**src/rtl/bus_arb_pkg.sv**
```systemverilog
package bus_arb_pkg;

    // Why the grant is allowed to move in this cycle
    typedef enum logic [1:0] {
        MV_NONE      = 2'd0,
        MV_LAST_BEAT = 2'd1,
        MV_RELEASE   = 2'd2,
        MV_TIMEOUT   = 2'd3
    } move_cause_e;

    // Decide whether the current cycle opens a window for re-arbitration
    function automatic move_cause_e classify_cycle(
        input logic busy,
        input logic last_beat,
        input logic holder_req,
        input logic expired
    );
        move_cause_e cause;
        if (busy)
            cause = last_beat ? MV_LAST_BEAT : MV_NONE;
        else if (!holder_req)
            cause = MV_RELEASE;
        else if (expired)
            cause = MV_TIMEOUT;
        else
            cause = MV_NONE;
        return cause;
    endfunction

endpackage

```
**src/rtl/bus_arb_rr_pick.sv**
```systemverilog
module bus_arb_rr_pick #(
    parameter int N_MASTERS = 4,
    localparam int IW = $clog2(N_MASTERS)
) (
    input  logic [N_MASTERS-1:0] req,
    input  logic [IW-1:0]        ptr,
    output logic                 found,
    output logic [IW-1:0]        pick
);

    localparam logic [IW:0] N_WIDE = (IW+1)'(N_MASTERS);

    // Search from ptr+1 upward, wrapping, with ptr itself tried last
    always_comb begin
        found = 1'b0;
        pick  = ptr;
        for (int k = 1; k <= N_MASTERS; k++) begin
            logic [IW:0] pos;
            pos = {1'b0, ptr} + (IW+1)'(k);
            if (pos >= N_WIDE)
                pos = pos - N_WIDE;
            if (!found && req[pos[IW-1:0]]) begin
                found = 1'b1;
                pick  = pos[IW-1:0];
            end
        end
    end

endmodule

```
**src/rtl/bus_arb_idle_timer.sv**
```systemverilog
module bus_arb_idle_timer #(
    parameter int IDLE_LIMIT = 8,
    localparam int CW = $clog2(IDLE_LIMIT + 1)
) (
    input  logic clk,
    input  logic rst,
    input  logic tick,
    input  logic clear,
    output logic expire
);

    localparam logic [CW-1:0] LAST_TICK = CW'(IDLE_LIMIT - 1);

    logic [CW-1:0] idle_cnt;

    assign expire = tick && (idle_cnt == LAST_TICK);

    always_ff @(posedge clk) begin
        if (rst || clear || !tick)
            idle_cnt <= '0;
        else
            idle_cnt <= idle_cnt + 1'b1;
    end

endmodule

```
**src/rtl/bus_grant_arbiter.sv**
```systemverilog
module bus_grant_arbiter
    import bus_arb_pkg::*;
#(
    parameter int N_MASTERS  = 4,
    parameter int IDLE_LIMIT = 8
) (
    input  logic                 clk,
    input  logic                 rst,
    input  logic [N_MASTERS-1:0] req_i,
    input  logic                 bus_busy_i,
    input  logic                 last_beat_i,
    output logic [N_MASTERS-1:0] gnt_o
);

    localparam int IW = $clog2(N_MASTERS);

    logic [IW-1:0] owner_q;
    logic [IW-1:0] winner;
    logic          winner_ok;
    logic          holder_req;
    logic          idle_tick;
    logic          timed_out;
    logic          move;
    move_cause_e   cause;

    assign holder_req = req_i[owner_q];
    assign idle_tick  = !bus_busy_i && holder_req;

    bus_arb_rr_pick #(.N_MASTERS(N_MASTERS)) u_pick (
        .req   (req_i),
        .ptr   (owner_q),
        .found (winner_ok),
        .pick  (winner)
    );

    bus_arb_idle_timer #(.IDLE_LIMIT(IDLE_LIMIT)) u_timer (
        .clk    (clk),
        .rst    (rst),
        .tick   (idle_tick),
        .clear  (move),
        .expire (timed_out)
    );

    always_comb begin
        cause = classify_cycle(bus_busy_i, last_beat_i, holder_req, timed_out);
        move  = (cause != MV_NONE) && winner_ok;
    end

    always_ff @(posedge clk) begin
        if (rst)
            owner_q <= '0;
        else if (move)
            owner_q <= winner;
    end

    for (genvar g = 0; g < N_MASTERS; g++) begin : g_gnt
        assign gnt_o[g] = (owner_q == IW'(g));
    end

endmodule

```
**config.mk**
```make
export PLATFORM = sky130hd
export DESIGN_NAME = bus_grant_arbiter
export DESIGN_NICKNAME = d
export VERILOG_FILES = /design/src/rtl/bus_arb_pkg.sv /design/src/rtl/bus_arb_rr_pick.sv /design/src/rtl/bus_arb_idle_timer.sv /design/src/rtl/bus_grant_arbiter.sv
export SDC_FILE = /design/constraint.sdc
export NUM_CORES = 1
export LEC_CHECK = 0
export ABC_AREA = 1
export BUFFER_PORTS_ARGS = -buffer_cell sky130_fd_sc_hd__buf_4
export CAP_MARGIN = 30
export CORE_AREA = 2 2 39 41
export DETAILED_ROUTE_END_ITERATION = 10
export DIE_AREA = 0 0 41 43
export GPL_TIMING_DRIVEN = 0
export HOLD_SLACK_MARGIN = 0.15
export PLACE_DENSITY = 0.56
export REMOVE_ABC_BUFFERS = 1
export SYNTH_ARGS = -nofsm -noshare
export SYNTH_HDL_FRONTEND = slang
export SYNTH_SLANG_ARGS = --single-unit
```
**constraint.sdc**
```tcl
create_clock -name clk -period 1.5 [get_ports clk]
set_input_delay 0.15 -clock clk [delete_from_list [all_inputs] [get_ports clk]]
set_output_delay 0.15 -clock clk [all_outputs]
set_load 0.02 [all_outputs]
```
-- Word level (Yosys, flattened, before mapping)
Index checks and enable logic that the tools add are counted.
- register bits: 6
- input bits: 8
- output and inout bits: 4
- word-level logic and storage cells: 67
- add/subtract/negate cells: 9
- $lt $le $gt $ge: 9
- equality and inequality tests: 4
- mux-type cells: 26
- reduce and logical (&&, ||, !) cells: 17
- operator list (cell ; number):
    $mux 2 ; 11
    $lt 2x3->1 const B ; 5
    $ge 3x3->1 const B ; 4
    $bmux 1 s2 ; 5
    $mux 1 ; 10
    $sub 2x1->2 const B ; 4
    $add 2x2->3 const B ; 2
    $logic_and 1x1->1 ; 6
    $logic_not 1->1 ; 5
    $add 4x1->4 const B ; 1
    $eq 2x2->1 const B ; 2
    $eq 4x3->1 const B ; 1
    $reduce_bool 4->1 ; 1
    $add 2x1->3 const B ; 1
    $add 2x3->3 const B ; 1
    $eq 2x1->1 const B ; 1
    $logic_not 2->1 ; 1
    $logic_or 1x1->1 ; 2
    $reduce_and 2->1 ; 1
    $reduce_bool 2->1 ; 1

-- Longest topological paths before layout
Gate-level depths: netlist (run 1).
- depth after elaboration: 18
- gate-level depth with buffers: 11

-- Hierarchy
A second synthesis (run 1) with hierarchy kept.
- cell total of the unflattened synthesis: 104
- area, all modules: 586.8 um^2
- modules (own cells, without submodules) (module ; instances ; cells an instance ; area an instance (um^2)):
    bus_arb_rr_pick ; 1 ; 46 ; 231.5
    bus_grant_arbiter ; 1 ; 36 ; 186.4
    bus_arb_idle_timer ; 1 ; 22 ; 168.9

-- Least setup slack after synthesis (run 1)
Ideal clock, no wire load.
- path type: flip-flop to flip-flop
- start: reg owner_q[0]
- end: reg owner_q[1]
- library setup time: 0.115 ns
- arrival: 1.496 ns
- data required time: 1.385 ns
- slack: -0.110 ns
- cell stages (with the launch flop): 12
- clock period less this slack: 1.610 ns
- cell sequence: dfxtp_1 inv_2 ha_1 inv_1 nand3_1 nand2_2 nand2_1 nor2_2 nor2_2 inv_1 nor2_1 nor2_1
- word-level cells in the longest chain between the ends: 17
- ends and longest elaborated chain (element ; RTL line ; source):
    start: declaration ; bus_grant_arbiter.sv:17 ; logic [IW-1:0] owner_q;
    start signal: assignment ; bus_grant_arbiter.sv:53 ; owner_q <= winner;
    $add 2x1->3 ; bus_arb_rr_pick.sv:19 ; pos = {1'b0, ptr} + (IW+1)'(k);
    $ge 3x3->1 / $sub 2x1->2 (equally long branches) ; bus_arb_rr_pick.sv:20, bus_arb_rr_pick.sv:21 ;
    $mux 2 ; bus_arb_rr_pick.sv:20 ; if (pos >= N_WIDE)
    $bmux 1 s2 ; bus_arb_rr_pick.sv:22 ; if (!found && req[pos[IW-1:0]]) begin
    $mux 1 (not written as such) ; bus_arb_rr_pick.sv:22 ;
    $mux 1 ; bus_arb_rr_pick.sv:22 ;
    $logic_not 1->1 ; bus_arb_rr_pick.sv:22 ;
    $logic_and 1x1->1 ; bus_arb_rr_pick.sv:22 ;
    $mux 1 ; bus_arb_rr_pick.sv:22 ;
    $logic_not 1->1 ; bus_arb_rr_pick.sv:22 ;
    $logic_and 1x1->1 ; bus_arb_rr_pick.sv:22 ;
    $mux 1 ; bus_arb_rr_pick.sv:22 ;
    $logic_not 1->1 ; bus_arb_rr_pick.sv:22 ;
    $logic_and 1x1->1 ; bus_arb_rr_pick.sv:22 ;
    $mux 1 ; bus_arb_rr_pick.sv:22 ;
    $logic_and 1x1->1 ; bus_grant_arbiter.sv:46 ; move = (cause != MV_NONE) && winner_ok;
    $reduce_and 2->1 (no source line) ; n/a ;
Parallel ways exist; a longest one is shown, timed or not. The select of a mux whose other input is x is not followed.
A chain may end at the register's enable or synchronous reset.

-- Worst setup path after layout (run 1)
- start: reg owner_q[1]
- end: reg owner_q[1]
The elaborated chain is that of the path after synthesis.

==> metrics.csv, run 1 <==
metric,value,unit
WS Path Type,reg -> reg,
Post-Route WL,1110,µm
endpoint type of the worst setup path,register,
overall routing resource usage,14.4,%
Die H,43,µm
"Reg clk slew, reported paths",40,ps
post-detail-place hpwl,769,µm
CTS tree,yes,
IO buf count,11,
global-route wire length before repair,1710,µm
most common cell in the netlist,nand2_1,
largest family of logic cells by synthesized area,simple AND/OR/NAND/NOR gates,
placed cells,97,
CTS Buffer Depth,2,
"area leader, netlist",dfxtp_1,
initial core utilization,33.8,%
Max Cap Viol,0,
final worst-path cycle share,95.2,%
insertion delay to the later sink of the worst-skew pair,240,ps
minimum hold slack,155,ps
TritonRoute pass-1 iters,4,
Post-synth EDFFs,0,
fraction of synthesized area in multiplexers,0,%
Post-DP Area,571,µm²
"Seq/Total Area, Yosys",25.7,%
run status,"finished, final reports clean",
CTS sink cnt,6,
final antenna-violating net count,0,
Core Rows,14,
crit-path max FO,5,
worst hold-check path type,in -> reg,
final std cells w/o fill,104,
critical path required time,1630,ps
Synth cell types,18,
top cell type's share of synthesized area,25.7,%
Max rail drop VDD,0.000894,V
Hold Fails Final Rpt,0,
Setup-failing EPs final,0,
count of nets after finishing,103,
Synth Instances,70,
area delta synth->final,55.1,%
Max Slew Vio Count,0,
1st-iter DRT viols,14,
finished layout cell area,726,µm²
post-synthesis compound-gate area fraction,2.14,%
setup TNS,0,ps
# IOs,12,
wire per inst,10.6,µm
Tmin final,1430,ps
Synth Area in Simple Gates,48.7,%
clk root buf,clkbuf_4,
Post-synth top cells,"16 x nand2_1, 11 x nand3_1, 8 x inv_1",
hold_buf cts,0,
Die X,41,µm
ANT cells,0,
DR vias,499,
H-tree lvl count,1,
number of synthesis warnings,0,
Synth Area in Adders,13.4,%
most area-consuming cells after synthesis,"dfxtp_1 26%, ha_1 13%, nand2_1 13%, nand3_1 12%, inv_1 6.4%",
"Data arrival, critical path",1560,ps
Worst-Margin Slew,157,ps
DIE AREA,1760,µm²
FMAX,0.700,GHz
vias in the first global route,416,
P per Cell Area,2120,nW/µm²
async set-reset flop share out of synthesis,0,%
CTS Buf Count,3,
largest net degree at the start of global routing,9,
drt via density,4.80,
Slew headroom,89.6,%
RePlAce Congestion,0.688,
ys flop type,dfxtp_1,
synthesized cell area,468,µm²
"FF+latch count, synth",6,
DRC,0,
crit path launch type,register,
GRT Residual Overflow,0,
syn_area_per_cell,6.68,µm²
Synth Area in XOR/XNOR,1.87,%
Core Footprint,1380,µm²
Leakage,0.000348,µW
antenna violations before repair,0,
layout cells sized above 1,47.7,%
Clock Skew,2.17,ps
[critical path: stages (launching register included)]
cell and delay, ps:
dfxtp_4 360, inv_4 50, ha_4 250, inv_4 80
nand3_4 60, nand2_4 110, nand2_4 60, nor2_4 120
nor2_4 60, o21ai_1 110, nor2_1 50
[where the power goes]
part	switching (µW)	internal (µW)
logic	680	471
registers	40.9	205
clock network	52.9	90.1
[final cells by class]
cell class	instances	area [µm²]
clock buffers	3	22.5
fillers	155	658
inverters	10	48.8
multi-input cells	54	390
flip-flops and latches	6	128
well taps	16	20.0
repair buffers	15	116
[routing by layer]
layer	up-vias	GRT usage, %	routed length [µm]
met4	0	8.00	0
met5	-	0	0
met1	227	18.6	444
met3	0	3.14	10
met2	7	21.3	651
li1	265	-	-
[layout by cell type (no fill, tap or decap)]
master and instances:
ha_4 1, or2_2 1, inv_4 2, nand2_2 1
clkinv_2 1, buf_6 1, a21oi_2 1, or2_1 1
inv_2 1, nand4_1 3, xor2_1 1, inv_6 1
inv_1 5, nor2_2 1, ha_1 4, buf_4 14
nand3_4 2, nand2_1 15, nor2_4 2, dfxtp_4 2
dfxtp_1 4, nor2_1 6, nand3_2 5, nor3_2 1
o21ai_1 1, clkbuf_4 3, nand2_4 2, nand3_1 6
[flip-flops by register name, summed over array words and instances, names as in the netlist]
name,count
owner_q,2
u_timer.idle_cnt,4
[timing repair]
item	4_1_cts	5_1_grt
hold endpoints to repair	0	0
buffers inserted	2	2
gates resized for setup	6	21
cloned	0	0
pin swaps	1	8
endpoints found under the setup margin	2	2
[cells by family after synthesis]
group,Yosys count
fa+ha+maj,5
compound gates,2
simple gates,46
flops,6
xor+xnor,1
buf+inv,10
[path summary, 6_finish.rpt]
kind / start / to / slack (ps) / cells past startpoint
max reg2reg: owner_q[1] / owner_q[1] / 70 / 10
min reg2reg: u_timer.idle_cnt[0] / u_timer.idle_cnt[0] / 440 / 1
min: rst / owner_q[0] / 150 / 4
max: owner_q[1] / owner_q[1] / 70 / 10
[per-stage QoR]
stage          utilization, %  setup slack, ps  power, µW
3_5_place_dp             41.2             -350        973
3_3_place_gp             41.2             -310        955
2_1_floorplan               -             -110        809
4_1_cts                  45.4             3.82       1210
5_1_grt                  52.4            -24.4       1690
6_report                 52.4             72.3       1540
No activity file was read; power rests on OpenSTA's default activity.
==> inputs of run 2 (changes only) <==
--- a/config.mk
+++ b/config.mk
@@ -14,7 +14,6 @@
 export GPL_TIMING_DRIVEN = 0
 export HOLD_SLACK_MARGIN = 0.15
 export PLACE_DENSITY = 0.56
-export REMOVE_ABC_BUFFERS = 1
 export SYNTH_ARGS = -nofsm -noshare
 export SYNTH_HDL_FRONTEND = slang
 export SYNTH_SLANG_ARGS = --single-unit
==> metrics.csv, run 2 (synthesized netlist as in run 1, its figures left out) <==
metric,value,unit,change
placed cells,97,,unchanged
1st-iter DRT viols,7,,-7
post-detail-place hpwl,772,µm,+0.36%
# IOs,12,,unchanged
"Reg clk slew, reported paths",50,ps,about the same
top flop regs,"u_timer.idle_cnt: 4 flops, owner_q: 2 flops",,
crit-path max FO,5,,unchanged
TritonRoute pass-1 iters,4,,unchanged
ANT cells,0,,unchanged
overall routing resource usage,13.3,%,-1.2 points
Die X,41,µm,unchanged
Leakage,0.000344,µW,-1.2%
Pint,731,µW,-4.6%
switching power total,741,µW,-4.3%
Combinational Power Share,72.2,%,-2.5 points
clk root buf,clkbuf_4,,
final worst-path cycle share,96.4,%,+1.2 points
FMAX,0.692,GHz,-1.2%
Clock Skew,6.12,ps,+3.94 ps
worst-path cell chain,"inv_4, ha_4, inv_4, nand3_2, nand2_4, nand2_4, nor2_4, nor2_4, nand3_1, nand2_1, nor2_1",,
"Data arrival, critical path",1590,ps,+30 ps
Crit path depth,11,,+1
antenna violations before repair,0,,unchanged
critical path required time,1650,ps,+20 ps
endpoint type of the worst setup path,register,,
layout cells sized above 1,41.6,%,-6.2 points
global-route wire length before repair,1550,µm,-9.3%
Setup-failing EPs final,0,,unchanged
initial core utilization,33.8,%,unchanged
GRT Residual Overflow,0,,unchanged
fill count,139,,-10%
Final WS setup,54.2,ps,-18.1 ps
clock share of power,11.6,%,+2.3 points
vias in the first global route,396,,-4.8%
Core Rows,14,,unchanged
run status,"finished, final reports clean",,
Hold Fails Final Rpt,0,,unchanged
Net Sw Frac,50.3,%,+0.072 points
Max rail drop VDD,0.00108,V,+21%
met2 GRT Util,20.0,%,-1.2 points
Max Cap Viol,0,,unchanged
"worst slack, placed",-150,ps,+201 ps
"most common cell after layout, fill and taps aside",nand2_1,,
CTS Buf Count,3,,unchanged
CTS Buffer Depth,2,,unchanged
IO buf count,11,,unchanged
Top reg by flops,u_timer.idle_cnt,,
met3 Use GR,7.85,%,+4.7 points
Die H,43,µm,unchanged
Core Footprint,1380,µm²,unchanged
H-tree lvl count,1,,unchanged
slowest CP cell,dfxtp_4,,
Max Slew Vio Count,0,,unchanged
WS Path Type,reg -> reg,,
Post-Route WL,1170,µm,+6.1%
final std cells w/o fill,105,,+0.96%
largest net degree at the start of global routing,9,,unchanged
area delta synth->final,49.5,%,
DRC,0,,unchanged
DR vias,492,,-1.4%
final antenna-violating net count,0,,unchanged
"delay-heaviest family, CP",simple AND/OR/NAND/NOR gates,,
CTS sink cnt,6,,unchanged
drt via density,4.69,,-2.3%
RSZ-0062 raised after global routing,yes,,
"slowest stage delay, CP",360,ps,about the same
GR Layer Usage met1,16.1,%,-2.5 points
hold path cells,5,,+1
Slew headroom,89.2,%,-0.39 points
most frequent cells in the layout,"15 x nand2_1, 14 x buf_4, 9 x nand3_1",,
DIE AREA,1760,µm²,unchanged
crit path launch type,register,,
Flop pwr share,16.2,%,+0.2 points
insertion delay to the later sink of the worst-skew pair,250,ps,about the same
wire per inst,11.2,µm,+5.0%
Tmin final,1450,ps,+18.1 ps
P per Cell Area,2100,nW/µm²,-0.86%
max reg flops,4,,unchanged
crit path buf inv count,2,,unchanged
count of nets after finishing,103,,unchanged
worst hold-check path type,in -> reg,,
R2R cell count,11,,+1
RePlAce Congestion,0.769,,+12%
GRT busiest layer,met2,,
Power Total,1470,µW,-4.4%
CTS tree,yes,,
Syn Nets,83,,
Worst-Margin Slew,162,ps,+5.81 ps
run 2: worst min-delay path: stages:
cell and delay (ps):
buf_4 80, inv_1 40, nand4_1 100, or2_1 190, nor2_1 50
run 2: final cells by class:
class	instances	area (µm²)	share of cell area (%)
Clock buffer	4	26.3	3.76
Inverter	10	48.8	6.98
Multi-Input combinational cell	54	362	51.7
Sequential cell	6	128	18.2
Tap cell	16	20.0	2.86
Timing Repair Buffer	15	115	16.5
run 2: power by group through the flow:
stage	clock, µW	sequential, µW	combinational, µW
finish	170	239	1060
global route	183	244	1160
CTS	176	227	834
detailed placement	0	265	713
global placement	0	267	705
floorplan	0	249	573
run 2: through the flow:
| step | instance area (µm²) | hold WS, ps | setup TNS (ps) | util [%] |
|---|---|---|---|---|
| after floorplan | 473 | 295 | 0 | - |
| after global placement | 576 | 406 | -252 | 41.6 |
| after detailed placement | 576 | 408 | -286 | 41.6 |
| after CTS | 642 | 395 | 0 | 46.4 |
| after global routing | 699 | 434 | -44.5 | 50.5 |
| final | 699 | 387 | 0 | 50.5 |
run 2: repair_timing:
action / in CTS / in global routing
hold buffers: 1 / 0
pin swaps: 1 / 4
gates resized for setup: 3 / 13
setup endpoints to repair: 2 / 2
buffers inserted: 2 / 1
endpoints found under the hold margin: 1 / 0
run 2: final timing paths:
check,from,to,slack (ps)
setup / recovery,owner_q[1],owner_q[0],50
hold / removal,bus_busy_i,u_timer.idle_cnt[1],390
setup reg to reg,owner_q[1],owner_q[0],50
hold reg to reg,u_timer.idle_cnt[0],u_timer.idle_cnt[0],440
run 2: layer usage:
| layer | up-vias | share of wire (%) |
|---|---|---|
| met1 | 216 | 40 |
| met3 | 0 | 4.1 |
| met4 | 0 | 0 |
| met5 | - | 0 |
| li1 | 266 | - |
| met2 | 10 | 55 |
==> inputs of run 3 (changes only) <==
--- a/config.mk
+++ b/config.mk
@@ -13,7 +13,8 @@
 export DIE_AREA = 0 0 41 43
 export GPL_TIMING_DRIVEN = 0
 export HOLD_SLACK_MARGIN = 0.15
-export PLACE_DENSITY = 0.56
+export PLACE_DENSITY = 0.54
 export SYNTH_ARGS = -nofsm -noshare
 export SYNTH_HDL_FRONTEND = slang
 export SYNTH_SLANG_ARGS = --single-unit
+export TNS_END_PERCENT = 5
==> constraint.sdc (replaced) <==
create_clock -name clk -period 1.8 [get_ports clk]
set_input_delay 0.18 -clock clk [delete_from_list [all_inputs] [get_ports clk]]
set_output_delay 0.18 -clock clk [all_outputs]
set_load 0.02 [all_outputs]
==> metrics.csv, run 3 (synthesized netlist as in run 1, its figures left out) <==
metric,value,unit,change
run status,"finished, final reports clean",,
"Reg clk slew, reported paths",40,ps,about the same
WS Path Type,reg -> reg,,
worst-path cell chain,"inv_1, ha_4, inv_2, nand3_1, nand2_2, nand2_1, nor2_2, nor2_4, a21oi_1, nor2_1",,
RSZ-0062 raised after global routing,no,,
"Data arrival, critical path",1700,ps,+110 ps
sequential cell area,128,µm²,unchanged
count of nets after finishing,99,,-3.9%
Post-Route WL,997,µm,-15%
insertion delay to the later sink of the worst-skew pair,240,ps,about the same
"slowest stage delay, CP",360,ps,about the same
"delay-heaviest family, CP",simple AND/OR/NAND/NOR gates,,
CTS tree,yes,,
Clock Skew,1.27,ps,-4.85 ps
H-tree lvl count,1,,unchanged
global-route wire length before repair,1780,µm,+15%
DR vias,467,,-5.1%
Leakage,0.000308,µW,-10%
max reg flops,4,,unchanged
Top reg by flops,u_timer.idle_cnt,,
multi-input logic area,327,µm²,-9.7%
area delta synth->final,32.1,%,
IO buf count,11,,unchanged
ANT cells,0,,unchanged
FMAX,0.638,GHz,-7.8%
finished layout cell area,618,µm²,-12%
crit path launch type,register,,
DRC,0,,unchanged
most frequent cells in the layout,"16 x nand2_1, 11 x nand3_1, 11 x buf_4",,
final std cells w/o fill,100,,-4.8%
Syn Nets,83,,unchanged
"most common cell after layout, fill and taps aside",nand2_1,,
Die H,43,µm,unchanged
Hold Fails Final Rpt,0,,unchanged
crit-path max FO,7,,+2
Met2 Wirelength,540,µm,-17%
M1 WL,438,µm,-7.8%
1st-iter DRT viols,4,,-3
Max Cap Viol,0,,unchanged
critical path required time,1930,ps,+280 ps
metal3 WL,18,µm,-63%
endpoint type of the worst setup path,register,,
setup TNS,0,ps,unchanged
CTS sink cnt,6,,unchanged
worst hold-check path type,in -> reg,,
CTS Buffer Depth,2,,unchanged
Core Rows,14,,unchanged
fill count,150,,+7.9%
# IOs,12,,unchanged
Setup-failing EPs final,0,,unchanged
largest net degree at the start of global routing,10,,+1
flop2flop setup slack,230,ps,+180 ps
RePlAce Congestion,0.754,,-2.0%
Die X,41,µm,unchanged
Post-DP Area,571,µm²,-0.87%
DIE AREA,1760,µm²,unchanged
Worst-Margin Slew,178,ps,+15.1 ps
wire per inst,9.97,µm,-11%
vias in the first global route,472,,+19%
crit path buf inv count,2,,unchanged
final worst-path cycle share,87.1,%,-9.2 points
initial core utilization,33.8,%,unchanged
drt via density,4.67,,-0.34%
Slew headroom,88.1,%,-1.0 points
antenna violations before repair,0,,unchanged
Max Slew Vio Count,0,,unchanged
P per Cell Area,1590,nW/µm²,-25%
Core Footprint,1380,µm²,unchanged
overall routing resource usage,14.8,%,+1.6 points
GRT Residual Overflow,0,,unchanged
clk root buf,clkbuf_4,,
post-detail-place hpwl,826,µm,+7.1%
Top Layer Used,met3,,
Max rail drop VDD,0.000761,V,-30%
top flop regs,"u_timer.idle_cnt: 4 flops, owner_q: 2 flops",,
CTS Buf Count,3,,unchanged
final antenna-violating net count,0,,unchanged
layout cells sized above 1,33.3,%,-8.2 points
TritonRoute pass-1 iters,4,,unchanged
slowest CP cell,dfxtp_4,,
hold_buf cts,0,,-1
placed cells,97,,unchanged
Tmin final,1570,ps,+123 ps
Post-CTS Setup Bufs,0,,-2
## run 3: cell count changes in the layout (fill, tap and decap cells not counted), moves of 2 or more
cell	previous run	this run
nand3_1	9	11
inv_4	2	0
nand2_4	2	0
nand3_2	4	2
buf_4	14	11
inv_2	0	2
## run 3: worst paths after layout
| check | startpoint | depth (start not counted) | to |
|---|---|---|---|
| setup / recovery | owner_q[1] | 10 | owner_q[0] |
| hold / removal | rst | 4 | owner_q[0] |
| setup reg to reg | owner_q[1] | 10 | owner_q[0] |
| hold reg to reg | u_timer.idle_cnt[0] | 1 | u_timer.idle_cnt[0] |
## run 3: metrics by stage
step | hold WS (ps) | util (%) | total power (µW) | worst slack [ps]
4_1_cts | 179 | 43.0 | 942 | 77.7
2_1_floorplan | 334 | - | 674 | 190
3_5_place_dp | 444 | 41.2 | 810 | -20.8
5_1_grt | 209 | 44.7 | 1110 | 54.7
3_3_place_gp | 435 | 41.2 | 798 | 9.09
6_report | 192 | 44.7 | 981 | 231
## run 3: what timing repair did
action / in CTS / in global routing
cloned: 0 / 0
resized for setup: 2 / 5
setup endpoints to repair: 2 / 2
## run 3: power breakdown
group          leakage [µW]  total (µW)  switching [µW]  internal, µW
Sequential        0.0000502         221            49.3           171
Combinational      0.000244         643             392           250
Clock             0.0000138         118            43.1          75.1
Total              0.000308         981             485           497
## run 3: area by class of cell
class	instances	share of cell area [%]
Inverter	10	6.28
Multi-Input combinational cell	54	52.8
Clock buffer	3	3.64
Tap cell	16	3.24
Timing Repair Buffer	11	13.4
Sequential cell	6	20.6
## run 3: tightest hold or removal path, stage by stage
cell     delay (ps)
buf_4            80
inv_1            40
nand2_1          60
nor2_1           30
## run 3: layer usage
layer  GRT usage [%]  vias up
met5               0        -
met3            3.14        0
met4            8.00        0
met1            17.3      206
li1                -      255
met2            23.8        6
